### src/rtl/cce_pkg.sv
package cce_pkg;
  typedef enum logic [1:0] {
    SLOT_RUN  = 2'd0,
    SLOT_WARN = 2'd1,
    SLOT_HALT = 2'd2
  } slot_state_e;
endpackage

### src/rtl/cce_req_decode.sv
module cce_req_decode #(
  parameter int N_CORES = 6
) (
  input  logic               wr_valid,
  input  logic [N_CORES-1:0] wr_mask,
  output logic [N_CORES-1:0] go_on,
  output logic [N_CORES-1:0] go_off
);
  always_comb begin
    go_on  = wr_valid ? wr_mask  : '0;
    go_off = wr_valid ? ~wr_mask : '0;
  end
endmodule

### src/rtl/cce_core_slot.sv
module cce_core_slot
  import cce_pkg::*;
#(
  parameter int WARN_CYCLES = 2000,
  parameter bit IS_PRIMARY  = 1'b0
) (
  input  logic clk,
  input  logic rst,
  input  logic go_on,
  input  logic go_off,
  output logic clk_en,
  output logic warn_irq
);
  localparam int CNT_W = (WARN_CYCLES > 1) ? $clog2(WARN_CYCLES) : 1;
  localparam logic [CNT_W-1:0] LAST = CNT_W'(WARN_CYCLES - 1);

  slot_state_e      state_q, state_d;
  logic [CNT_W-1:0] cnt_q, cnt_d;

  always_comb begin
    state_d = state_q;
    cnt_d   = cnt_q;
    if (IS_PRIMARY) begin
      state_d = SLOT_RUN;
      cnt_d   = '0;
    end else begin
      unique case (state_q)
        SLOT_RUN: begin
          if (go_off) begin
            state_d = SLOT_WARN;
            cnt_d   = '0;
          end
        end
        SLOT_WARN: begin
          if (go_on) begin
            state_d = SLOT_RUN;             // cancel beats expiry
          end else if (cnt_q == LAST) begin
            state_d = SLOT_HALT;
          end else begin
            cnt_d = cnt_q + 1'b1;           // a repeated 0 keeps counting
          end
        end
        SLOT_HALT: begin
          if (go_on) state_d = SLOT_RUN;
        end
        default: state_d = SLOT_RUN;
      endcase
    end
  end

  always_ff @(posedge clk) begin
    if (rst) begin
      state_q <= SLOT_RUN;
      cnt_q   <= '0;
    end else begin
      state_q <= state_d;
      cnt_q   <= cnt_d;
    end
  end

  assign clk_en   = (state_q != SLOT_HALT);
  assign warn_irq = (state_q == SLOT_WARN);
endmodule

### src/rtl/cce_ctrl.sv
module cce_ctrl #(
  parameter int N_CORES     = 6,
  parameter int WARN_CYCLES = 2000
) (
  input  logic               clk,
  input  logic               rst,
  input  logic               wr_valid,
  output logic               wr_ready,
  input  logic [N_CORES-1:0] wr_mask,
  output logic [N_CORES-1:0] core_clk_en,
  output logic [N_CORES-1:0] core_warn_irq
);
  logic [N_CORES-1:0] go_on, go_off;

  assign wr_ready = 1'b1;

  cce_req_decode #(.N_CORES(N_CORES)) u_dec (
    .wr_valid (wr_valid),
    .wr_mask  (wr_mask),
    .go_on    (go_on),
    .go_off   (go_off)
  );

  for (genvar i = 0; i < N_CORES; i++) begin : g_slot
    cce_core_slot #(
      .WARN_CYCLES (WARN_CYCLES),
      .IS_PRIMARY  (i == 0)
    ) u_slot (
      .clk      (clk),
      .rst      (rst),
      .go_on    (go_on[i]),
      .go_off   (go_off[i]),
      .clk_en   (core_clk_en[i]),
      .warn_irq (core_warn_irq[i])
    );
  end
endmodule

### config.mk
export PLATFORM = sky130hd
export DESIGN_NAME = cce_ctrl
export DESIGN_NICKNAME = d
export VERILOG_FILES = /design/src/rtl/cce_pkg.sv /design/src/rtl/cce_req_decode.sv /design/src/rtl/cce_core_slot.sv /design/src/rtl/cce_ctrl.sv
export SDC_FILE = /design/constraint.sdc
export NUM_CORES = 1
export LEC_CHECK = 0
export BUFFER_PORTS_ARGS = -buffer_cell sky130_fd_sc_hd__buf_2
export CAP_MARGIN = 0
export CORE_MARGIN = 10
export CORE_UTILIZATION = 47
export DETAILED_ROUTE_END_ITERATION = 10
export MAX_ROUTING_LAYER = met4
export SLEW_MARGIN = 20
export SYNTH_ARGS = -nofsm -noshare
export SYNTH_HDL_FRONTEND = slang
export SYNTH_SLANG_ARGS = --single-unit
export TNS_END_PERCENT = 30
### constraint.sdc
create_clock -name clk -period 4.7 [get_ports clk]
set_input_delay 0.47 -clock clk [delete_from_list [all_inputs] [get_ports clk]]
set_output_delay 0.47 -clock clk [all_outputs]
set_load 0.01 [all_outputs]
==> results of run 1 <==
-- cell type report --
cell class,instances,area (um^2)
multi-input cells,284,1800
repair buffers,17,85.1
flip-flops and latches,65,1300
clock buffers,13,149
fillers,649,3260
well taps,80,100
inverters,5,18.8
clock inverters,3,40.0
-- synth_stat cells (6+ instances only) --
cell type / number
dfxtp_1: 65
nor2_1: 57
nand3_1: 26
xor2_1: 26
nand2_1: 25
a21oi_1: 15
xnor2_1: 15
buf_4: 14
nand4_1: 12
and3_1: 9
nand2b_1: 8
and2_1: 6
nor3_1: 6
o21ai_0: 6
-- worst max path at each step --
stage / start / to / slack [ns] / cells after the start
2_1_floorplan: g_slot[1].u_slot.cnt_q[0] / g_slot[1].u_slot.cnt_q[4] / 2.95 / 6
3_3_place_gp: wr_valid / g_slot[4].u_slot.cnt_q[9] / 2.44 / 5
4_1_cts: g_slot[1].u_slot.cnt_q[0] / g_slot[1].u_slot.cnt_q[4] / 2.78 / 6
3_5_place_dp: wr_valid / g_slot[4].u_slot.cnt_q[9] / 2.43 / 5
6_report: g_slot[1].u_slot.cnt_q[0] / g_slot[1].u_slot.cnt_q[4] / 2.77 / 6
5_1_grt: wr_valid / g_slot[4].u_slot.cnt_q[9] / 2.66 / 5
-- cells by family (layout without fill, tap and decap cells) --
family / count (synthesis) / count (layout) / synth area share [%]
adders and majority gates: 5 / 5 / 1.92
other: 2 / 3 / 0.230
buffers and inverters: 28 / 38 / 4.98
muxes: 3 / 3 / 0.958
and+or+nand+nor: 190 / 190 / 32.0
AOI/OAI and AO/OA: 42 / 42 / 9.05
DFF: 65 / 65 / 39.9
xor gates and xnor gates: 41 / 41 / 11.0
-- registers in the layout, summed over array words and instances, names as in the netlist --
| name | cells |
|---|---|
| g_slot.u_slot.cnt_q | 55 |
| g_slot.u_slot.state_q | 10 |
-- placed cells by master, fill, tap and decap left out, drive strengths merged, types with 4 or more instances in the layout --
| cell | instances |
|---|---|
| dfxtp | 65 |
| nor2 | 57 |
| nand3 | 27 |
| xor2 | 26 |
| nand2 | 25 |
| a21oi | 18 |
| buf | 17 |
| xnor2 | 15 |
| nand4 | 13 |
| clkbuf | 13 |
| and3 | 9 |
| nand2b | 8 |
| o21ai | 7 |
| nor3 | 7 |
| and2 | 6 |
| nor4b | 6 |
| or3 | 5 |
| inv | 5 |
| a221oi | 5 |
| a211oi | 5 |
| ha | 5 |
| nor4 | 5 |
| or2 | 4 |
-- metal layers --
metal,track usage [%],up-vias
li1,-,1316
met1,14.7,1174
met2,19.2,24
met3,2.79,10
met4,6.42,0
met5,-,-
-- per-stage QoR --
step	hold slack [ns]	std cells	power, mW	util [%]	setup slack [ns]
after floorplan	0.444	377	0.643	-	2.95
after global placement	0.457	451	0.656	49.0	2.44
after detailed placement	0.467	451	0.657	49.0	2.43
after CTS	0.366	467	1.12	51.8	2.78
after global routing	0.371	467	1.16	51.8	2.66
final	0.380	467	1.10	51.8	2.77
-- where the power goes --
| group | switching (mW) | internal, mW | total, mW |
|---|---|---|---|
| registers | 0.00918 | 0.560 | 0.569 |
| clock network | 0.200 | 0.259 | 0.459 |
| logic | 0.0486 | 0.0269 | 0.0754 |
-- worst max-delay path: stages (launching register included) --
cell,delay [ns]
dfxtp_1,0.36
ha_1,0.21
nand3_2,0.16
or4_4,0.59
a21oi_4,0.26
a21oi_2,0.04
a211oi_1,0.23
==> impl_metrics.json, run 1 <==
{
  "status": "completed",
  "placement.io_buffers": 17,
  "remaining_max_slew_budget_at_the_tightest_pin_pct": 57.8,
  "syn-mean-instance-area_um2": 8.68,
  "dr.first_iter.drc_count": 76,
  "grt_pass1_wl_um": 10500,
  "seq_area_frac_synth_pct": 39.9,
  "r2r_end": "g_slot[1].u_slot.cnt_q[4]",
  "timing.max_cap.violations": 0,
  "synthFlopType": "dfxtp_1",
  "antenna_found_initial": 0,
  "io-pin-count": 22,
  "worst_skew_pair.late_latency_ns": 0.33,
  "postCtsSetupBuffers": 0,
  "holdPathStages": 2,
  "core_area_um2": 6760,
  "worst-endpoint-required_ns": 4.95,
  "crit_reg_reg_startpoint": "g_slot[1].u_slot.cnt_q[0]",
  "clock_sinks": 65,
  "layout_worst_path_cycle_share_pct": 41.1,
  "synth_top_area_share_pct": 39.9,
  "final_nets": 396,
  "final_design_area_no_fill_um2": 3500,
  "worst_hold_path.endpoint": "g_slot[1].u_slot.state_q[1]",
  "critical_path.max_fanout": 7,
  "detailedPlacementHpwl_um": 4360,
  "track_usage_pct": 12.4,
  "drtAntennaViolNets": 0,
  "setup_clock_skew_after_layout_ns": 0.00622,
  "cts.hold.buffers_added": 0,
  "power_per_cell_area_nw_per_um2": 315,
  "synth_enable_flop_cells": 0,
  "clock_tree.buffer_depth": 2,
  "vias": 2524,
  "antenna_cells": 0,
  "detail_route.drc_violations": 0,
  "routed_wire_length_per_instance_um": 12.9,
  "post_route_cells_drive_above_1_share_pct": 12.7,
  "timing.final.max_slew_violations": 0,
  "r2r_cells": 6,
  "timing_hold_violations_final": 0,
  "gp_routability_congestion": 0.830,
  "tritoncts": "yes",
  "core.rowCount": 30,
  "wirelength_met1_um": 2950,
  "rsz0062_at_grt": "no",
  "cts_root_buf": "clkbuf_8",
  "fp.dieH_um": 103,
  "highest-signal-layer": "met4",
  "clkTransAtPathRegs_ns": 0.07,
  "yosys.area.top_type": "dfxtp_1",
  "r2r_setup_slack_ns": 2.77,
  "gr-total-overflow": 0,
  "cts_repair_resize_count": 0,
  "area_delta_synth_final_pct": 7.17,
  "cts_buffers": 9,
  "via_per_inst": 5.40,
  "static_leak_nw": 1.23,
  "die-area_um2": 10700,
  "ys_seq_elements": 65,
  "maximum_number_of_pins_on_one_net_before_global_route_repair": 26,
  "yosysWarningCount": 0,
  "finalWirelength_um": 6030,
  "met2WireLength_um": 2760,
  "routed-wl-met3_um": 195,
  "hold_path.startpoint": "wr_mask[1]",
  "detail_route.first_pass.iterations": 4,
  "tightest_slew_ns": 0.627,
  "synthDistinctLibCells": 52,
  "crit_end_element": "flip-flop",
  "cp_data_arrival_time_ns": 2.18,
  "critical_path_class": "reg -> reg",
  "final_period_minus_worst_setup_slack_ns": 1.93,
  "crit_path_start_kind": "flip-flop",
  "netlist_area_um2": 3260,
  "setup_viol_count_final": 0,
  "cells_after_synthesis": 376,
  "worst_hold_path_type": "in -> reg",
  "die_width_um": 103,
  "vdd.ir_drop.worst_uv": 154,
  "top_area_cells_in_the_synthesized_netlist": "dfxtp_1, xor2_1, nor2_1",
  "clock_tree.htree_level_count": 3,
  "synthArstFlopShare_pct": 0,
  "placement.cell_area_um2": 3310,
  "first_global_vias": 2408,
  "starting_density_pct": 48.3,
  "timing_limited_maximum_frequency_mhz": 518,
  "totalNegativeSetupSlack_ns": 0
}
Power figures use the tool's default switching activity.
==> inputs of run 2 (changes only) <==
--- a/config.mk
+++ b/config.mk
@@ -11,6 +11,7 @@
 export CORE_UTILIZATION = 47
 export DETAILED_ROUTE_END_ITERATION = 10
 export MAX_ROUTING_LAYER = met4
+export PLACE_DENSITY = 0.67
 export SLEW_MARGIN = 20
 export SYNTH_ARGS = -nofsm -noshare
 export SYNTH_HDL_FRONTEND = slang
==> constraint.sdc (replaced) <==
create_clock -name clk -period 1.75 [get_ports clk]
set_input_delay 0.175 -clock clk [delete_from_list [all_inputs] [get_ports clk]]
set_output_delay 0.175 -clock clk [all_outputs]
set_load 0.01 [all_outputs]
==> impl_metrics.json, run 2 (synthesis results as in run 1) <==
{
  "drtAntennaViolNets": 0,
  "maximum_number_of_pins_on_one_net_before_global_route_repair": 20,
  "top_register": "g_slot.u_slot.cnt_q",
  "layout.cells.most_common": "dfxtp_1",
  "clockPowerShare_pct": 38.3,
  "setup_clock_skew_after_layout_ns": 0.00879,
  "clock_tree.htree_level_count": 3,
  "clock_sinks": 65,
  "antenna_cells": 0,
  "first_global_vias": 2409,
  "comb_power_share_pct": 7.9,
  "cts.hold.buffers_added": 0,
  "track_usage_pct": 12.6,
  "area_delta_synth_final_pct": 12.7,
  "core_area_um2": 6760,
  "die-area_um2": 10700,
  "layout_common_cells": "dfxtp_1, nor2_1, xor2_1, nand2_1, nand3_1",
  "core.rowCount": 30,
  "routed_wire_length_per_instance_um": 12.7,
  "tritoncts": "yes",
  "clkTransAtPathRegs_ns": 0.07,
  "detailedPlacementHpwl_um": 4430,
  "starting_density_pct": 48.3,
  "hold_ws_ns": 0.0739,
  "detail_route.first_pass.iterations": 4,
  "grt_pass1_wl_um": 10300,
  "status": "completed",
  "setup_viol_count_final": 0,
  "largest_register_ff_count": 55,
  "vias": 2575,
  "timing_hold_violations_final": 0,
  "power_per_cell_area_nw_per_um2": 774,
  "via_per_inst": 5.31,
  "final_period_minus_worst_setup_slack_ns": 1.72,
  "fp.dieH_um": 103,
  "cts_root_buf": "clkbuf_8",
  "rsz0062_at_grt": "yes",
  "clock_tree.buffer_depth": 2,
  "crit_path_start_kind": "flip-flop",
  "timing_limited_maximum_frequency_mhz": 581,
  "placement.io_buffers": 17,
  "cts_buffers": 9,
  "dr.first_iter.drc_count": 120,
  "power_report.internal_total_mw": 2.17,
  "critical_path.max_fanout": 4,
  "critical_path_class": "reg -> reg",
  "switching_power_mw": 0.671,
  "final_nets": 416,
  "worst_hold_path_type": "in -> reg",
  "worst_skew_pair.late_latency_ns": 0.34,
  "io-pin-count": 22,
  "gp_routability_congestion": 0.806,
  "power.share.sequential_pct": 53.7,
  "worst-endpoint-required_ns": 1.98,
  "detail_route.drc_violations": 0,
  "static_leak_nw": 1.31,
  "timing.max_cap.violations": 0,
  "final_core_utilization_pct": 54.4,
  "timing.final.max_slew_violations": 0,
  "layout_worst_path_cycle_share_pct": 98.4,
  "gr-total-overflow": 0,
  "cp_data_arrival_time_ns": 1.95,
  "layout_top_registers": "g_slot.u_slot.cnt_q: 55 flops, g_slot.u_slot.state_q: 10 flops",
  "antenna_found_initial": 0,
  "finalWirelength_um": 6160,
  "post_route_cells_drive_above_1_share_pct": 19.0,
  "die_width_um": 103,
  "switching_part_of_the_total_pct": 23.6,
  "crit_end_element": "flip-flop",
  "vdd.ir_drop.worst_uv": 554
}
run 2: through the flow:
stage	std cells	instance area, um^2	TNS (ns)	worst slack [ns]	power [mW]
global placement	469	3440	0	0.0493	1.77
CTS	484	3620	0	0.0000298	2.88
floorplan	377	3270	0	0.0225	1.73
finish	485	3680	0	0.0287	2.85
global route	485	3680	-0.171	-0.0564	2.99
detailed placement	469	3440	-0.0152	-0.0152	1.78
run 2: critical path: stages, from the launching register on:
cell and delay [ns]:
dfxtp_1 0.35, ha_2 0.20, nand3_1 0.16, nor4_2 0.36, nor3_2 0.12, nand3_1 0.11
mux2_1 0.32
run 2: power by group through the flow:
| stage | Combinational (mW) | Sequential (mW) | Clock, mW |
|---|---|---|---|
| finish | 0.226 | 1.53 | 1.09 |
| global route | 0.255 | 1.53 | 1.21 |
| CTS | 0.221 | 1.53 | 1.14 |
| detailed placement | 0.217 | 1.56 | 0 |
| global placement | 0.214 | 1.56 | 0 |
| floorplan | 0.170 | 1.56 | 0 |
run 2: cell type report:
type                    count  area, um^2
clock buffers              14         163
multi-input cells         284        1850
repair buffers             37         235
flip-flops and latches     65        1310
fillers                   617        3080
inverters                   5        18.8
well taps                  80         100
run 2: path summary, 6_finish.rpt:
| check | from | end | slack (ns) | cells past startpoint |
|---|---|---|---|---|
| max | g_slot[4].u_slot.cnt_q[1] | g_slot[4].u_slot.cnt_q[9] | 0.03 | 6 |
| min reg2reg | g_slot[5].u_slot.cnt_q[1] | g_slot[5].u_slot.cnt_q[1] | 0.50 | 2 |
| max reg2reg | g_slot[4].u_slot.cnt_q[1] | g_slot[4].u_slot.cnt_q[9] | 0.03 | 6 |
| min | wr_mask[1] | g_slot[1].u_slot.state_q[1] | 0.07 | 2 |
run 2: per-layer routing:
layer	part of all wire (%)	vias up	track usage, %
li1	-	1355	-
met1	47	1186	13.9
met2	47	26	20.3
met3	4.4	8	4.45
met4	1.7	0	5.13
met5	0	-	-
run 2: timing repair:
action / CTS / global route
pin swaps: 1 / 5
gates cloned: 0 / 0
gates resized for setup: 2 / 12
buffers inserted: 1 / 1
setup endpoints to repair: 3 / 13
==> inputs of run 3 (changes only) <==
--- a/config.mk
+++ b/config.mk
@@ -5,13 +5,13 @@
 export SDC_FILE = /design/constraint.sdc
 export NUM_CORES = 1
 export LEC_CHECK = 0
-export BUFFER_PORTS_ARGS = -buffer_cell sky130_fd_sc_hd__buf_2
 export CAP_MARGIN = 0
 export CORE_MARGIN = 10
 export CORE_UTILIZATION = 47
 export DETAILED_ROUTE_END_ITERATION = 10
+export DONT_BUFFER_PORTS = 1
+export HOLD_SLACK_MARGIN = 0.05
 export MAX_ROUTING_LAYER = met4
-export PLACE_DENSITY = 0.67
 export SLEW_MARGIN = 20
 export SYNTH_ARGS = -nofsm -noshare
 export SYNTH_HDL_FRONTEND = slang
==> impl_metrics.json, run 3 (synthesis results as in run 1) <==
{
  "setup_clock_skew_after_layout_ns": 0.00652,
  "detail_route.first_pass.iterations": 4,
  "placement.io_buffers": 0,
  "gr-total-overflow": 0,
  "final_design_area_no_fill_um2": 3700,
  "totalNegativeSetupSlack_ns": 0,
  "maximum_number_of_pins_on_one_net_before_global_route_repair": 22,
  "grt_pass1_wl_um": 10900,
  "tightest_slew_ns": 0.695,
  "multi_input_area_um2": 1850,
  "first_global_vias": 2461,
  "dr.first_iter.drc_count": 90,
  "cp_data_arrival_time_ns": 1.85,
  "power.share.sequential_pct": 49.2,
  "detailedPlacementHpwl_um": 4420,
  "antenna_found_initial": 0,
  "core.rowCount": 30,
  "post_route_cells_drive_above_1_share_pct": 15.2,
  "timing.critical_path.slowest_stage_cell": "or4_4",
  "r2r_cells": 6,
  "layout.cells.most_common": "dfxtp_1",
  "layout_top_registers": "g_slot.u_slot.cnt_q: 55 flops, g_slot.u_slot.state_q: 10 flops",
  "worst_skew_pair.late_latency_ns": 0.34,
  "comb_power_share_pct": 7.0,
  "critical_path.max_fanout": 6,
  "rsz0062_at_grt": "yes",
  "power_report.internal_total_mw": 2.43,
  "vias": 2546,
  "path_cells": "ha_4 > nand3_2 > or4_4 > a21oi_4 > nand3b_1 > a21oi_1",
  "drtAntennaViolNets": 0,
  "clock_tree.buffer_depth": 2,
  "final_nets": 405,
  "timing.max_cap.violations": 0,
  "layout_common_cells": "dfxtp_1, nor2_1, xor2_1, nand2_1, nand3_1",
  "crit_path_start_kind": "flip-flop",
  "power_per_cell_area_nw_per_um2": 841,
  "via_per_inst": 5.36,
  "crit_reg_reg_startpoint": "g_slot[1].u_slot.cnt_q[0]",
  "final_core_utilization_pct": 54.8,
  "worst-endpoint-required_ns": 1.94,
  "switching_part_of_the_total_pct": 21.8,
  "layout.filler_cells": 636,
  "largest_register_ff_count": 55,
  "static_leak_nw": 1.30,
  "fp.dieH_um": 103,
  "post-layout-total-power_mw": 3.11,
  "crit_end_element": "flip-flop",
  "vdd.ir_drop.worst_uv": 500,
  "sequential_cell_area_um2": 1310,
  "tritoncts": "yes",
  "starting_density_pct": 48.3,
  "layout_worst_path_cycle_share_pct": 94.8,
  "clock_tree.htree_level_count": 3,
  "critical_path_class": "reg -> reg",
  "r2r_setup_slack_ns": 0.09,
  "worst-path-buf-inv": 0,
  "area_delta_synth_final_pct": 13.3,
  "clkTransAtPathRegs_ns": 0.06,
  "remaining_max_slew_budget_at_the_tightest_pin_pct": 53.5,
  "die-area_um2": 10700,
  "final_period_minus_worst_setup_slack_ns": 1.66,
  "crit_family": "simple AND/OR/NAND/NOR gates",
  "clockPowerShare_pct": 43.9,
  "switching_power_mw": 0.679,
  "core_area_um2": 6760,
  "cts_buffers": 9,
  "holdPathStages": 3,
  "timing.critical_path.slowest_cell_delay_ns": 0.51,
  "hold_path.startpoint": "wr_mask[2]",
  "r2r_end": "g_slot[1].u_slot.cnt_q[1]",
  "worst_hold_path.endpoint": "g_slot[2].u_slot.state_q[0]",
  "io-pin-count": 22,
  "placement.cell_area_um2": 3360,
  "detail_route.drc_violations": 0,
  "worst_hold_path_type": "in -> reg",
  "track_usage_pct": 13.3,
  "clock_sinks": 65,
  "gp_routability_congestion": 0.828,
  "antenna_cells": 0,
  "timing_limited_maximum_frequency_mhz": 603,
  "timing_hold_violations_final": 0,
  "top_register": "g_slot.u_slot.cnt_q",
  "die_width_um": 103,
  "routed_wire_length_per_instance_um": 13.6,
  "finalWirelength_um": 6440,
  "status": "completed",
  "cts_root_buf": "clkbuf_8",
  "setup_viol_count_final": 0,
  "timing.final.max_slew_violations": 0
}
run 3: changes by cell type in the layout (fill, tap and decap cells not counted), sizes merged:
cell,change
buf,-18
dlygate4sd3,+7
bufinv,+2
clkbuf,-2
clkinv,+1
run 3: cell type report:
type / count / share of cell area, %
clock inverters: 3 / 1.76
repair buffers: 26 / 5.75
inverters: 5 / 0.507
multi-input cells: 284 / 50.1
well taps: 80 / 2.71
flip-flops and latches: 65 / 35.3
clock buffers: 12 / 3.92
run 3: worst max path at each step:
stage | startpoint | endpoint | slack, ns | depth (start not counted)
detailed placement | g_slot[1].u_slot.cnt_q[1] | g_slot[1].u_slot.cnt_q[4] | -0.03 | 6
CTS | g_slot[1].u_slot.cnt_q[0] | g_slot[1].u_slot.cnt_q[4] | 0.007 | 6
global placement | g_slot[4].u_slot.cnt_q[5] | g_slot[4].u_slot.cnt_q[1] | 0.04 | 5
global route | g_slot[4].u_slot.state_q[0] | g_slot[4].u_slot.cnt_q[9] | -0.005 | 5
finish | g_slot[1].u_slot.cnt_q[0] | g_slot[1].u_slot.cnt_q[1] | 0.09 | 6
floorplan | g_slot[1].u_slot.cnt_q[0] | g_slot[1].u_slot.cnt_q[4] | 0.02 | 6
run 3: layer usage:
metal	GRT usage (%)	up-vias	wire [um]
met5	-	-	0
met4	7.91	0	133
met3	2.86	9	227
met2	20.8	26	3030
met1	15.5	1183	3050
li1	-	1328	-
run 3: timing repair:
| item | in CTS | in global routing |
|---|---|---|
| hold endpoints to repair | 14 | 0 |
| hold buffers | 7 | 0 |
| gates resized for setup | 2 | 10 |
| setup endpoints to repair | 2 | 11 |
| setup buffers | 1 | 0 |
| pin swaps | 2 | 4 |
run 3: power groups by stage:
stage / clock network, mW / registers (mW) / logic [mW]
5_1_grt: 1.45 / 1.53 / 0.243
2_1_floorplan: 0 / 1.56 / 0.170
6_report: 1.36 / 1.53 / 0.217
3_5_place_dp: 0 / 1.56 / 0.192
4_1_cts: 1.41 / 1.53 / 0.216
3_3_place_gp: 0 / 1.56 / 0.190
run 3: worst reg2reg max path: cells and delay by family (launching register included):
family	cells	cell delay, ns
simple gates	3	0.73
compound gates	2	0.28
fa+ha+maj	1	0.15
flops	1	0.36
run 3: per-stage QoR:
stage,worst slack (ns),std cells,hold WS [ns]
5_1_grt,-0.00495,475,0.110
2_1_floorplan,0.0225,377,0.291
3_3_place_gp,0.0389,452,0.248
4_1_cts,0.00663,475,0.0643
3_5_place_dp,-0.0307,452,0.250
6_report,0.0907,475,0.0738
